## config.mk

```make
export PLATFORM = sky130hd
export DESIGN_NAME = adc_seq_top
export DESIGN_NICKNAME = d
export VERILOG_FILES = /design/src/rtl/adc_seq_pkg.sv /design/src/rtl/adc_seq_ctrl.sv /design/src/rtl/adc_seq_dpath.sv /design/src/rtl/adc_seq_top.sv
export SDC_FILE = /design/constraint.sdc
export NUM_CORES = 1
export LEC_CHECK = 0
export ABC_AREA = 1
export BUFFER_PORTS_ARGS = -buffer_cell sky130_fd_sc_hd__buf_2
export CAP_MARGIN = 0
export CORE_ASPECT_RATIO = 1.4
export CORE_UTILIZATION = 57
export CTS_CLUSTER_SIZE = 10
export DETAILED_ROUTE_END_ITERATION = 10
export GPL_TIMING_DRIVEN = 0
export PLACE_DENSITY_LB_ADDON = 0.08
export SLEW_MARGIN = 20
export SYNTH_ARGS = -nofsm -noshare
export SYNTH_HDL_FRONTEND = slang
export SYNTH_SLANG_ARGS = --single-unit
```

## constraint.sdc

```tcl
create_clock -name clk -period 2.45 [get_ports clk]
set_clock_uncertainty 0.05 [all_clocks]
set_input_delay 0.245 -clock clk [delete_from_list [all_inputs] [get_ports clk]]
set_output_delay 0.245 -clock clk [all_outputs]
set_load 0.03 [all_outputs]
```

## src/rtl/adc_seq_pkg.sv

```systemverilog
`timescale 1ns/1ps
package adc_seq_pkg;

  typedef enum logic [1:0] {
    SEQ_IDLE = 2'd0,
    SEQ_CONV = 2'd1,
    SEQ_DONE = 2'd2
  } seqState_t;

  typedef struct packed {
    logic start;  // launch a conversion this cycle
    logic tick;   // conversion-clock decision point
    logic last;   // decision of the final bit
    logic busy;   // conversion in progress (registered state)
  } seqStrb_t;

  localparam logic [1:0] ADDR_CTRL   = 2'd0;
  localparam logic [1:0] ADDR_MODE   = 2'd1;
  localparam logic [1:0] ADDR_RESULT = 2'd2;

  localparam logic [1:0] SEL_RESERVED = 2'b01;

endpackage

```

## src/rtl/adc_seq_ctrl.sv

```systemverilog
`timescale 1ns/1ps
module adc_seq_ctrl
  import adc_seq_pkg::*;
#(
  parameter int SAR_W = 8,
  parameter int DIV_W = 3
) (
  input  logic             clk,
  input  logic             rstN,
  input  logic             trigReq,
  input  logic [DIV_W-1:0] divCode,
  output seqStrb_t         strb
);

  localparam int CNT_W = 1 << DIV_W;
  localparam int IDX_W = $clog2(SAR_W);
  localparam logic [IDX_W-1:0] IDX_TOP = IDX_W'(SAR_W - 1);

  seqState_t        state;
  logic             trigPrev;
  logic [CNT_W-1:0] cnt;
  logic [IDX_W-1:0] bitIdx;
  logic [CNT_W:0]   periodM1;
  logic [DIV_W:0]   shamt;
  logic             periodEnd;

  // Period of the conversion clock minus one: 2^(div+1) - 1
  always_comb begin
    shamt     = {1'b0, divCode} + (DIV_W+1)'(1);
    periodM1  = ((CNT_W+1)'(1) << shamt) - (CNT_W+1)'(1);
    periodEnd = ({1'b0, cnt} == periodM1);
  end

  always_comb begin
    strb.busy  = (state != SEQ_IDLE);
    strb.start = (state == SEQ_IDLE) && trigReq && !trigPrev;
    strb.tick  = (state == SEQ_CONV) && periodEnd;
    strb.last  = strb.tick && (bitIdx == '0);
  end

  always_ff @(posedge clk or negedge rstN) begin
    if (!rstN) begin
      state    <= SEQ_IDLE;
      trigPrev <= 1'b0;
      cnt      <= '0;
      bitIdx   <= '0;
    end else begin
      trigPrev <= trigReq;
      unique case (state)
        SEQ_IDLE: begin
          if (strb.start) begin
            state  <= SEQ_CONV;
            cnt    <= '0;
            bitIdx <= IDX_TOP;
          end
        end
        SEQ_CONV: begin
          if (periodEnd) begin
            cnt <= '0;
            if (bitIdx == '0) state <= SEQ_DONE;
            else              bitIdx <= bitIdx - IDX_W'(1);
          end else begin
            cnt <= cnt + CNT_W'(1);
          end
        end
        SEQ_DONE: state <= SEQ_IDLE;
        default:  state <= SEQ_IDLE;
      endcase
    end
  end

endmodule

```

## src/rtl/adc_seq_dpath.sv

```systemverilog
`timescale 1ns/1ps
module adc_seq_dpath
  import adc_seq_pkg::*;
#(
  parameter int          SAR_W     = 8,
  parameter int          DIV_W     = 3,
  parameter int          RNG_W     = 3,
  parameter int          BASIC_DIV = 1,
  parameter logic [7:0]  MODE_RST  = 8'h90
) (
  input  logic             clk,
  input  logic             rstN,
  input  logic             regWrEn,
  input  logic [1:0]       regAddr,
  input  logic [SAR_W-1:0] regWrData,
  output logic [SAR_W-1:0] regRdData,
  input  logic             startPin,
  input  logic [1:0]       pinSel,
  input  logic [RNG_W-1:0] pinRange,
  input  logic             cmpIn,
  input  seqStrb_t         strb,
  output logic             trigReq,
  output logic [DIV_W-1:0] divCode,
  output logic [SAR_W-1:0] dacCode,
  output logic [SAR_W-1:0] resultQ,
  output logic [2:0]       muxSel,
  output logic [RNG_W-1:0] rangeSel,
  output logic             serData,
  output logic             serClk,
  output logic             selErr
);

  localparam int RNG_LO = 2;
  localparam int DIV_LO = SAR_W - DIV_W;
  localparam logic [SAR_W-1:0] MSB_MASK = SAR_W'(1) << (SAR_W - 1);

  logic [SAR_W-1:0] ctrlReg, modeReg, dacQ, maskQ, decided;
  logic             enhMode;
  logic [1:0]       effSel;
  logic [RNG_W-1:0] effRange;
  logic [DIV_W-1:0] effDiv;
  logic [2:0]       selOneHot;
  logic             selValid;

  always_comb begin
    enhMode  = ctrlReg[0];
    trigReq  = startPin & ctrlReg[SAR_W-1];
    effSel   = enhMode ? modeReg[1:0] : pinSel;
    effRange = enhMode ? modeReg[RNG_LO +: RNG_W] : pinRange;
    effDiv   = enhMode ? modeReg[DIV_LO +: DIV_W] : DIV_W'(BASIC_DIV);
    selValid = (effSel != SEL_RESERVED);
    unique case (effSel)
      2'b00:   selOneHot = 3'b001;
      2'b10:   selOneHot = 3'b010;
      2'b11:   selOneHot = 3'b100;
      default: selOneHot = 3'b000;
    endcase
    decided = cmpIn ? dacQ : (dacQ & ~maskQ);
  end

  always_comb begin
    unique case (regAddr)
      ADDR_CTRL:   regRdData = ctrlReg;
      ADDR_MODE:   regRdData = modeReg;
      ADDR_RESULT: regRdData = resultQ;
      default:     regRdData = '0;
    endcase
  end

  always_ff @(posedge clk or negedge rstN) begin
    if (!rstN) begin
      ctrlReg  <= '0;
      modeReg  <= SAR_W'(MODE_RST);
      resultQ  <= '0;
      dacQ     <= '0;
      maskQ    <= '0;
      muxSel   <= 3'b001;
      rangeSel <= MODE_RST[RNG_LO +: RNG_W];
      divCode  <= MODE_RST[DIV_LO +: DIV_W];
      serData  <= 1'b0;
      serClk   <= 1'b0;
      selErr   <= 1'b0;
    end else begin
      // Host writes and settings capture are locked out while busy
      if (regWrEn && !strb.busy) begin
        if (regAddr == ADDR_CTRL) ctrlReg <= regWrData;
        if (regAddr == ADDR_MODE) modeReg <= regWrData;
      end
      if (!strb.busy) begin
        rangeSel <= effRange;
        divCode  <= effDiv;
        if (selValid) muxSel <= selOneHot;
        else          selErr <= 1'b1;
      end
      serClk <= strb.tick;
      if (strb.tick) serData <= cmpIn;
      if (strb.start) begin
        dacQ  <= MSB_MASK;
        maskQ <= MSB_MASK;
      end else if (strb.tick) begin
        dacQ  <= decided | (maskQ >> 1);
        maskQ <= maskQ >> 1;
        if (strb.last) resultQ <= decided;
      end
    end
  end

  assign dacCode = dacQ;

endmodule

```

## src/rtl/adc_seq_top.sv

```systemverilog
`timescale 1ns/1ps
module adc_seq_top
  import adc_seq_pkg::*;
#(
  parameter int         SAR_W     = 8,
  parameter int         DIV_W     = 3,
  parameter int         RNG_W     = 3,
  parameter int         BASIC_DIV = 1,
  parameter logic [7:0] MODE_RST  = 8'h90
) (
  input  logic             clk,
  input  logic             rstN,
  input  logic             regWrEn,
  input  logic [1:0]       regAddr,
  input  logic [SAR_W-1:0] regWrData,
  output logic [SAR_W-1:0] regRdData,
  input  logic             startPin,
  input  logic [1:0]       pinSel,
  input  logic [RNG_W-1:0] pinRange,
  input  logic             cmpIn,
  output logic [SAR_W-1:0] dacCode,
  output logic [2:0]       muxSel,
  output logic [RNG_W-1:0] rangeSel,
  output logic             serData,
  output logic             serClk,
  output logic             busy,
  output logic             selErr
);

  seqStrb_t         strb;
  logic             trigReq;
  logic [DIV_W-1:0] divCode;
  logic [SAR_W-1:0] resultQ;

  adc_seq_ctrl #(.SAR_W(SAR_W), .DIV_W(DIV_W)) u_ctrl (
    .clk(clk), .rstN(rstN), .trigReq(trigReq), .divCode(divCode), .strb(strb)
  );

  adc_seq_dpath #(
    .SAR_W(SAR_W), .DIV_W(DIV_W), .RNG_W(RNG_W),
    .BASIC_DIV(BASIC_DIV), .MODE_RST(MODE_RST)
  ) u_dpath (
    .clk(clk), .rstN(rstN), .regWrEn(regWrEn), .regAddr(regAddr),
    .regWrData(regWrData), .regRdData(regRdData), .startPin(startPin),
    .pinSel(pinSel), .pinRange(pinRange), .cmpIn(cmpIn), .strb(strb),
    .trigReq(trigReq), .divCode(divCode), .dacCode(dacCode),
    .resultQ(resultQ), .muxSel(muxSel), .rangeSel(rangeSel),
    .serData(serData), .serClk(serClk), .selErr(selErr)
  );

  assign busy = strb.busy;

endmodule

```

==> Word-level counts from Yosys, hierarchy flattened <==
Index checks and enable logic that the tools add are counted.
{ "word_totals": {"regBits": 66, "latchBits": 0, "ramBits": 0, "romBits": 0, "inputBits": 20, "out_inout_bits": 26, "mem_count": 0} }
{ "classes": {"add_sub_neg": 4, "n_mul": 0, "n_div": 0, "magnitude_cmp": 0, "n_eq_ne": 11, "n_shift": 1, "muxes": 21, "bitwise_logic": 7, "reduce_logical": 22} }
{ "ops": {"columns": ["operator", "count"], "rows": [
  ["$mux W8", 7],
  ["$pmux W8 S3", 1],
  ["$pmux W8 S2", 1],
  ["$mux W3", 5],
  ["$reduce_and A2 Y1", 5],
  ["$eq A8 B9 Y1", 1],
  ["$pmux W3 S3", 1],
  ["$shl A1 B4 Y9 const A", 1],
  ["$sub A9 B2 Y9 const B", 1],
  ["$add A8 B1 Y8 const B", 1],
  ["$and A8 B8 Y8", 1],
  ["$mux W2", 4],
  ["$not A8 Y8", 1],
  ["$or A8 B7 Y8", 1],
  ["$eq A2 B2 Y1 const B", 3],
  ["$logic_not A2 Y1", 3],
  ["$ne A2 B2 Y1 const B", 3],
  ["$pmux W3 S2", 1],
  ["$reduce_and A3 Y1", 2],
  ["$reduce_bool A2 Y1", 3],
  ["$logic_and A1 B1 Y1", 5],
  ["$add A3 B1 Y4 const B", 1],
  ["$eq A2 B1 Y1 const B", 2],
  ["$ne A2 B1 Y1 const B", 2],
  ["other kinds (7)", 10]
]} }

==> Depth between registers and ports, before layout <==
Gate-level depths: netlist of run 1.
{ "depth": {"depth_word": 7, "depth_mapped": 16, "ltp_nobuf": 15} }

==> Cells and area by module <==
A second synthesis of run 1 with hierarchy kept.
{ "hier_totals": {"cells_unflattened": 406, "area_unflattened_um2": 3394.5} }
{ "by_module_without_submodules": {"columns": ["module", "instances", "cells_each", "area_per_inst_um2", "seq_area_each_um2"], "rows": [
  ["adc_seq_dpath", 1, 264, 2374.8, 1307.5],
  ["adc_seq_ctrl", 1, 142, 1019.7, 350.3]
]} }

==> Worst setup path before layout of run 1 <==
Ideal clock, no wire load.
{ "synth_path": {"path_type": "flip-flop to flip-flop", "start": "register u_dpath.divCode[1]", "end": "register u_ctrl.bitIdx[0]", "setup_ns": 0.117, "t_arrival_ns": 1.981, "required_time_ns": 2.283, "setup_slack_ns": 0.302, "stages_incl_launch_ff": 16, "n_path_buf": 0, "synth_period_minus_slack_ns": 2.148, "path_cell_list": "dfrtp_1 > nor2_2 > nand2_1 > ha_1 > inv_1 > nand2_1 > nand2_1 > nand2_1 > nand2_1 > nand2_1 > nor2_2 > nand3_4 > nand2_2 > nand3_1 > nand2_1 > nand2_1"} }
{ "synth_between": {"elab_chain_len": 6} }
{ "synth_lines": {"columns": ["item", "line_no", "rtl"], "rows": [
  ["start: declaration", "adc_seq_dpath.sv:23", "output logic [DIV_W-1:0] divCode,"],
  ["start signal: assignment", "adc_seq_dpath.sv:79", "divCode <= MODE_RST[DIV_LO +: DIV_W];"],
  ["start signal: assignment", "adc_seq_dpath.sv:91", "divCode <= effDiv;"],
  ["$add A3 B1 Y4", "adc_seq_ctrl.sv:29", "shamt = {1'b0, divCode} + (DIV_W+1)'(1);"],
  ["$shl A1 B4 Y9", "adc_seq_ctrl.sv:30", "periodM1 = ((CNT_W+1)'(1) << shamt) - (CNT_W+1)'(1);"],
  ["$sub A9 B2 Y9", "adc_seq_ctrl.sv:30", null],
  ["$eq A8 B9 Y1", "adc_seq_ctrl.sv:31", "periodEnd = ({1'b0, cnt} == periodM1);"],
  ["$ne A2 B1 Y1 (no source line)", null, null],
  ["$reduce_and A4 Y1 (no source line)", null, null],
  ["end signal: assignment", "adc_seq_ctrl.sv:61", "else bitIdx <= bitIdx - IDX_W'(1);"],
  ["end: declaration", "adc_seq_ctrl.sv:22", "logic [IDX_W-1:0] bitIdx;"]
]} }
Every way passes these cells.
A chain may end at the register's enable or synchronous reset.

==> Worst setup path after layout of run 1 <==
{ "layout_path": {"start": "register u_dpath.divCode[1]", "end": "register u_dpath.resultQ[2]"} }
{ "layout_between": {"elab_chain_len": 7} }
{ "layout_lines": {"columns": ["item", "line_no", "rtl"], "rows": [
  ["$add A3 B1 Y4 (*)", "adc_seq_ctrl.sv:29", null],
  ["$shl A1 B4 Y9 (*)", "adc_seq_ctrl.sv:30", null],
  ["$sub A9 B2 Y9 (*)", "adc_seq_ctrl.sv:30", null],
  ["$eq A8 B9 Y1 (*)", "adc_seq_ctrl.sv:31", null],
  ["$logic_and A1 B1 Y1 (*)", "adc_seq_ctrl.sv:37", "strb.tick = (state == SEQ_CONV) && periodEnd;"],
  ["$logic_and A1 B1 Y1", "adc_seq_ctrl.sv:38", "strb.last = strb.tick && (bitIdx == '0);"],
  ["$reduce_and A3 Y1 (no source line) (*)", null, null],
  ["end signal: assignment", "adc_seq_dpath.sv:103", "if (strb.last) resultQ <= decided;"],
  ["end: declaration", "adc_seq_dpath.sv:25", "output logic [SAR_W-1:0] resultQ,"]
]} }
Every way passes the cells marked *; elsewhere a longest branch is shown, timed or not.

==> results of run 1 <==
## worst reg2reg max path, delay by kind of cell (launching register included)
kind	cells	cell delay, ps
adders and majority gates	1	290
buffers and inverters	1	30
DFF	1	460
and+or+nand+nor	11	1440
## registers in the layout, summed over array words and instances (netlist names)
signal / flops
u_dpath.muxSel: 3
u_dpath.rangeSel: 3
u_dpath.selErr: 1
u_dpath.divCode: 3
u_dpath.serClk: 1
u_dpath.dacCode: 8
u_ctrl.bitIdx: 3
u_dpath.serData: 1
u_dpath.resultQ: 8
u_dpath.modeReg: 8
u_dpath.ctrlReg: 8
u_ctrl.state: 2
u_ctrl.cnt: 8
u_ctrl.trigPrev: 1
u_dpath.maskQ: 8
## power by group through the flow
| stage | registers (mW) | clock network, mW | logic (mW) |
|---|---|---|---|
| finish | 1.81 | 0.795 | 1.92 |
| global route | 1.86 | 0.861 | 2.12 |
| CTS | 1.81 | 0.808 | 1.79 |
| detailed placement | 1.82 | 0 | 1.77 |
| global placement | 1.80 | 0 | 1.72 |
| floorplan | 1.99 | 0 | 1.11 |
## how the worst min path moves through the flow
stage,cells after the start,end,startpoint
after detailed placement,1,u_ctrl.bitIdx[1],rstN
after global placement,2,u_dpath.maskQ[0],u_dpath.maskQ[0]
after CTS,3,u_ctrl.trigPrev,startPin
after global routing,3,u_ctrl.trigPrev,startPin
final,3,u_ctrl.trigPrev,startPin
after floorplan,0,u_ctrl.bitIdx[0],rstN
## per-layer routing
| metal | up-vias | share of wire (%) | global-route usage (%) |
|---|---|---|---|
| met4 | 0 | 2.8 | 12.50 |
| met2 | 57 | 51 | 42.26 |
| met5 | - | 0 | 0 |
| met1 | 1337 | 43 | 32.69 |
| li1 | 1408 | - | - |
| met3 | 16 | 3.1 | 5.905 |
## what timing repair did
item | CTS | global route
gates resized for setup | 1 | 8
endpoints found under the hold margin | 29 | 0
pin swaps | 0 | 6
endpoints found under the setup margin | 21 | 31
hold buffers | 1 | 0
setup buffers | 0 | 6
## layout make-up
type	count	area [um^2]	share of cell area, %
Clock inverter	4	27.53	0.7161
Sequential cell	66	1660	43.20
Multi-Input combinational cell	281	1419	36.91
Tap cell	68	85.08	2.214
Buffer	7	42.54	1.107
Clock buffer	12	145.1	3.776
Timing Repair Buffer	53	302.8	7.878
Inverter	43	161.4	4.199
## cell families (layout without fill, tap and decap cells)
family	after synthesis	count (layout)
AO/OA/AOI/OAI	63	63
XOR/XNOR	7	7
adder cells (fa/ha/maj)	4	4
buffers and inverters	50	119
flip-flops	66	66
other	1	1
AND/OR/NAND/NOR	206	206
## synthesized netlist by cell type
cell and n:
o211ai_1 2, o21ai_0 37, dfrtp_1 61, nand3_4 1, nand3_1 30, nor2_2 4
a31o_2 1, nor2_1 15, nor4_1 1, xor2_1 5, conb_1 1, inv_2 2
dfstp_2 5, nor2_4 2, nor3_1 2, o21ai_1 3, nand2_2 4, buf_6 2
o22ai_1 7, clkbuf_1 4, a21boi_0 8, xnor2_1 2, inv_1 41, nand4_1 3
nand2_1 140, a21oi_1 5, or2_2 1, nand4_2 1, ha_1 4, nor2_8 1
buf_2 1, nor3_4 1
## through the flow
step	setup TNS, ps	hold slack, ps	total power, mW	util (%)	cells
floorplan	0	-100.6	3.099	-	397
global placement	-6.094	402.7	3.518	64.76	510
detailed placement	-827.7	148.5	3.590	65.17	511
CTS	-244.8	72.56	4.401	68.59	528
global route	-33.97	107.0	4.844	70.07	534
finish	0	79.79	4.517	70.07	534
==> results.tsv, run 1 <==
stage	metric	value	unit
cells_and_area	nNetsFinal	485	
logic_synthesis	muxShareOfSynthArea	0	%
clock_network	clkTransAtPathRegs	70	ps
critical_path	critPathLaunchType	flop	
timing	maxSlewViolCount	0	
cells_and_area	synthToLayoutAreaGrowth	18.56	%
placed_design	place_ws	-75.32	ps
clock_network	clockBufferDepth	2	
floorplan	die-area	5997	um^2
logic_synthesis	yosysSeqAreaShare	51.14	%
grt	grt_usage	26.24	%
clock_network	cts_tree	done	
logic_synthesis	synth_compound_area_share	10.88	%
floorplan	initial_core_util	59.10	%
logic_synthesis	synth_area	3242	um^2
clock_network	cts_buffers	9	
critical_path	cpMostUsedCell	nand2_1	
critical_path	crit_chain	nor2_4 > nand2_1 > ha_4 > inv_1 > nand2_1 > nand3_1 > nor2_2 > nand2_2 > nor2_4 > nand3_4 > nor3_4 > nand2_1 > nand2_1	
pwr	swShare	42.80	%
logic_synthesis	synthTopCellsByArea	dfrtp_1 (47%), nand2_1 (16%), o21ai_0 (5.7%), inv_1 (4.7%), nand3_1 (4.6%)	
cells_and_area	layout_commonest_cell	nand2_1	
critical_path	rrSetupSlack	130	ps
grt	grt_max_degree	38	
run	cap_violations	0	
critical_path	cp_num_cells	13	
timing	relSlewSlack	59.67	%
critical_path	crit_family	simple AND/OR/NAND/NOR gates	
route	drtIter0Drc	178	
cells_and_area	stdcell_area	3844	um^2
critical_path	max_stage_delay	460	ps
floorplan	fp.dieH	91.23	um
critical_path	reg2reg_from	u_dpath.divCode[1]	
route	post_drt_wl_per_cell	13.33	um
critical_path	path_buf_inv	1	
timing	timing.final.crit_share	94.85	%
timing	max_freq	430.3	MHz
min_path	min_path_type	in -> reg	
placed_design	dpl.hpwl	5063	um
logic_synthesis	synth_cell_types	32	
critical_path	worst-path-max-fanout	8	
floorplan	die_w	65.74	um
timing	tightest_slew	602.7	ps
pwr	ir_worst_vdd	0.0006198	V
critical_path	ff2ff_path_depth	13	
route	vias	2818	
timing	hold_violations	0	
logic_synthesis	synth.top_cell.area_share	47.09	%
grt	antenna_found_initial	0	
logic_synthesis	synth-seq-cells	66	
logic_synthesis	syn_avg_cell_area	8.166	um^2
route	drc	0	
clock_network	cts-root-buf	clkbuf_8	
pwr	leakage	2.046	nW
floorplan	coreArea	5485	um^2
pwr	seqPwrFrac	40.0	%
timing	finalWorstSetupSlack	126.1	ps
pwr	powerDensity	1175	nW/um^2
placed_design	port_buffers	45	
placed_design	place_congestion	0.7899	
clock_network	cts-htree-levels	3	
grt	first_global_vias	2693	
timing	setup_viol	0	
logic_synthesis	synth_cells	397	
pwr	p_clk_share	17.6	%
floorplan	std_cell_rows	32	
critical_path	critPathLaunch	u_dpath.divCode[1]	
route	viasPerCell	5.277	
critical_path	r2r_end	u_dpath.resultQ[2]	
cells_and_area	drive_gt1_share	20.60	%
logic_synthesis	synth_xor_area_share	1.891	%
logic_synthesis	yosys.area.top_type	dfrtp_1	
critical_path	cp_slowest_cell	dfrtp_2	
critical_path	endpoint	u_dpath.resultQ[2]	
logic_synthesis	yosysWarnings	0	
clock_network	cts_sinks	66	
route	wirelength	7116	um
status	outcome	complete, no violations	
pwr	intPower	2.584	mW
cells_and_area	nFillCells	474	
route	ant_nets	0	
logic_synthesis	syn_nets	421	
logic_synthesis	synth_top_family_by_area	simple AND/OR/NAND/NOR gates	
floorplan	ios	46	
timing	fin_crit	2324	ps
grt	overflow	0	
logic_synthesis	synthAdderAreaFrac	1.544	%
critical_path	crit_required	2680	ps
cells_and_area	final_cell_mix	nand2_1 (139), dfrtp_1 (59), buf_2 (45), inv_1 (41), o21ai_0 (37)	
logic_synthesis	synth_simple_gate_area_share	28.14	%
critical_path	worst_ep_arrival_time	2560	ps
grt	grt_first_pass_wirelength	11840	um
clock_network	worst_skew_pair.late_latency	350	ps
critical_path	cp-end-kind	flop	
pwr	p_sw	1.933	mW
critical_path	path_class	reg -> reg	
pwr	p_comb_share	42.4	%
placed_design	placed_area	3575	um^2
cells_and_area	diodes	0	
route	firstDrtPassIters	4	
Power figures use the tool's default switching activity.
==> run 2, diff against run 1 <==
--- a/config.mk
+++ b/config.mk
@@ -6,12 +6,12 @@
 export NUM_CORES = 1
 export LEC_CHECK = 0
 export ABC_AREA = 1
-export BUFFER_PORTS_ARGS = -buffer_cell sky130_fd_sc_hd__buf_2
 export CAP_MARGIN = 0
 export CORE_ASPECT_RATIO = 1.4
-export CORE_UTILIZATION = 57
+export CORE_UTILIZATION = 58
 export CTS_CLUSTER_SIZE = 10
 export DETAILED_ROUTE_END_ITERATION = 10
+export DONT_BUFFER_PORTS = 1
 export GPL_TIMING_DRIVEN = 0
 export PLACE_DENSITY_LB_ADDON = 0.08
 export SLEW_MARGIN = 20
==> run 2 against run 1 <==
  * Core utilization decreased by 0.88 points
  * Highest routed layer unchanged
  * Total power is 3.0% lower
  * Combinational power down 20%
  * Clock power is 2% lower
  * First-iteration DRC count shrank 15%
  * Maximum frequency rose by 0.35%
  * Register-to-register slack hardly changed
==> results.tsv, run 2 (same netlist as run 1, synthesis figures left out) <==
stage	metric	value	unit	change
status	outcome	complete, no violations		unchanged
timing	fin_crit	2316	ps	was 2324 ps
placed_design	port_buffers	0		was 45
pwr	leakage	1.867	nW	was 2.046 nW
clock_network	cts_sinks	66		unchanged
placed_design	place_inst	463		was 511
critical_path	worst-path-max-fanout	8		unchanged
critical_path	crit_required	2670	ps	was 2680 ps
cells_and_area	synthToLayoutAreaGrowth	12.58	%	was 18.56%
critical_path	critPathLaunchType	flop		unchanged
critical_path	max_stage_delay	440	ps	was 460 ps
floorplan	die-area	5897	um^2	was 5997 um^2
critical_path	crit_chain	nor2_4 > nand2_2 > ha_4 > inv_2 > nand2_2 > nand3_2 > nor2_2 > nand2_2 > nor2_4 > nand3_4 > nor3_4 > nand2_1 > nand2_1		was nor2_4 > nand2_1 > ha_4 > inv_1 > nand2_1 > nand3_1 > nor2_2 > nand2_2 > nor2_4 > nand3_4 > nor3_4 > nand2_1 > nand2_1
min_path	min_from	regWrData[7]		was startPin
critical_path	r2r_end	u_dpath.resultQ[7]		was u_dpath.resultQ[2]
timing	hold_ws	13.76	ps	was 79.79 ps
route	drc	0		unchanged
cells_and_area	drive_gt1_share	13.24	%	was 20.60%
cells_and_area	stdcell_area	3650	um^2	was 3844 um^2
timing	max_freq	431.8	MHz	was 430.3 MHz
min_path	hold_end	u_dpath.modeReg[7]		was u_ctrl.trigPrev
clock_network	cts_tree	done		unchanged
clock_network	cts-htree-levels	3		unchanged
critical_path	crit_family	simple AND/OR/NAND/NOR gates		unchanged
floorplan	std_cell_rows	31		was 32
critical_path	reg2reg_from	u_dpath.divCode[0]		was u_dpath.divCode[1]
grt	overflow	0		unchanged
grt	grt_max_degree	67		was 38
timing	grt_setup_unrepaired	yes		
clock_network	cts-root-buf	clkbuf_8		unchanged
cells_and_area	fin_cells	489		was 534
critical_path	cp-end-kind	flop		unchanged
cells_and_area	diodes	0		unchanged
cells_and_area	final_cell_mix	nand2_1 (136), dfrtp_1 (59), inv_1 (39), o21ai_0 (37), nand3_1 (29)		was nand2_1 (139), dfrtp_1 (59), buf_2 (45), inv_1 (41), o21ai_0 (37)
pwr	fin_total_pwr	4.381	mW	was 4.517 mW
grt	grt_usage	25.80	%	was 26.24%
critical_path	path_buf_inv	1		unchanged
clock_network	worst_skew_pair.late_latency	340	ps	was 350 ps
floorplan	die_w	65.19	um	was 65.74 um
floorplan	fp.dieH	90.46	um	was 91.23 um
placed_design	place_congestion	0.8143		was 0.7899
critical_path	ff2ff_path_depth	13		unchanged
placed_design	dpl.hpwl	4789	um	was 5063 um
cells_and_area	nNetsFinal	442		was 485
route	drtIter0Drc	151		was 178
min_path	whs_path_depth	2		was 3
grt	grt_first_pass_wirelength	11410	um	was 11,840 um
critical_path	path_class	reg -> reg		unchanged
cells_and_area	layout_commonest_cell	nand2_1		unchanged
floorplan	coreArea	5275	um^2	was 5485 um^2
placed_design	place_ws	-89.98	ps	was -75.32 ps
pwr	powerDensity	1200	nW/um^2	was 1175 nW/um^2
timing	hold_violations	0		unchanged
placed_design	placed_area	3324	um^2	was 3575 um^2
timing	setup_viol	0		unchanged
route	vias	2625		was 2,818
critical_path	cpMostUsedCell	nand2_2		was nand2_1
route	post_drt_wl_per_cell	14.32	um	was 13.33 um
min_path	min_path_type	in -> reg		unchanged
critical_path	worst_ep_arrival_time	2540	ps	was 2560 ps
clock_network	clockBufferDepth	2		unchanged
timing	tightest_slew	741.8	ps	was 602.7 ps
clock_network	clkTransAtPathRegs	70	ps	about the same
grt	antenna_found_initial	0		unchanged
cells_and_area	final_util	69.19	%	was 70.07%
timing	tns	0	ps	unchanged
floorplan	initial_core_util	61.46	%	was 59.10%
timing	maxSlewViolCount	0		unchanged
route	viasPerCell	5.368		was 5.277
timing	relSlewSlack	50.33	%	was 59.67%
grt	first_global_vias	2448		was 2,693
run	cap_violations	0		unchanged
critical_path	cp_slowest_cell	dfrtp_2		unchanged
pwr	ir_worst_vdd	0.0006651	V	was 0.0006198 V
timing	timing.final.crit_share	94.52	%	was 94.85%
critical_path	rrSetupSlack	130	ps	about the same
timing	finalWorstSetupSlack	134.3	ps	was 126.1 ps
route	wirelength	7001	um	was 7116 um
floorplan	ios	46		unchanged
clock_network	cts_buffers	9		unchanged
route	firstDrtPassIters	5		was 4
route	ant_nets	0		unchanged
-- run 2: changes by cell type in the layout (fill, tap and decap cells not counted), sizes merged --
cell         delta
clkinv          +2
dlygate4sd3     +2
buf            -45
clkbuf          +1
clkinvlp        -3
-- run 2: layout make-up --
cell class                      count  area [um^2]
Tap cell                           66        82.58
Inverter                           43        166.4
Multi-Input combinational cell    281         1431
Clock inverter                      3        15.01
Buffer                              7        42.54
Clock buffer                       13        148.9
Sequential cell                    66         1660
Timing Repair Buffer               10        102.6
Fill cell                         431         1625
-- run 2: repair_timing --
action                                  CTS  global route
hold endpoints to repair                 68             0
endpoints found under the setup margin   21            24
hold buffers                              4             0
pin swaps                                 0            11
resized for setup                         4            13
setup buffers                             0             6
-- run 2: how the worst max path moves through the flow --
stage,cells past startpoint,to,from
after CTS,15,u_dpath.resultQ[0],u_dpath.divCode[1]
after floorplan,15,u_ctrl.bitIdx[0],u_dpath.divCode[1]
after global routing,13,u_dpath.resultQ[7],u_dpath.divCode[1]
after global placement,16,u_dpath.dacCode[3],u_dpath.divCode[1]
after detailed placement,16,u_dpath.dacCode[3],u_dpath.divCode[1]
final,13,u_dpath.resultQ[7],u_dpath.divCode[0]
-- run 2: routing by layer --
metal	routed length [um]	part of all wire [%]	track usage (%)	vias up
met4	173	2.5	12.68	0
met5	0	0	0	-
met3	239	3.4	6.187	13
li1	-	-	-	1316
met2	3502	50	40.64	52
met1	3085	44	32.74	1244
-- run 2: where the power goes --
| part | internal (mW) | total (mW) | switching (mW) |
|---|---|---|---|
| Combinational | 0.581 | 1.54 | 0.959 |
| Sequential | 1.51 | 2.06 | 0.551 |
| Clock | 0.391 | 0.778 | 0.387 |
| Total | 2.48 | 4.38 | 1.90 |
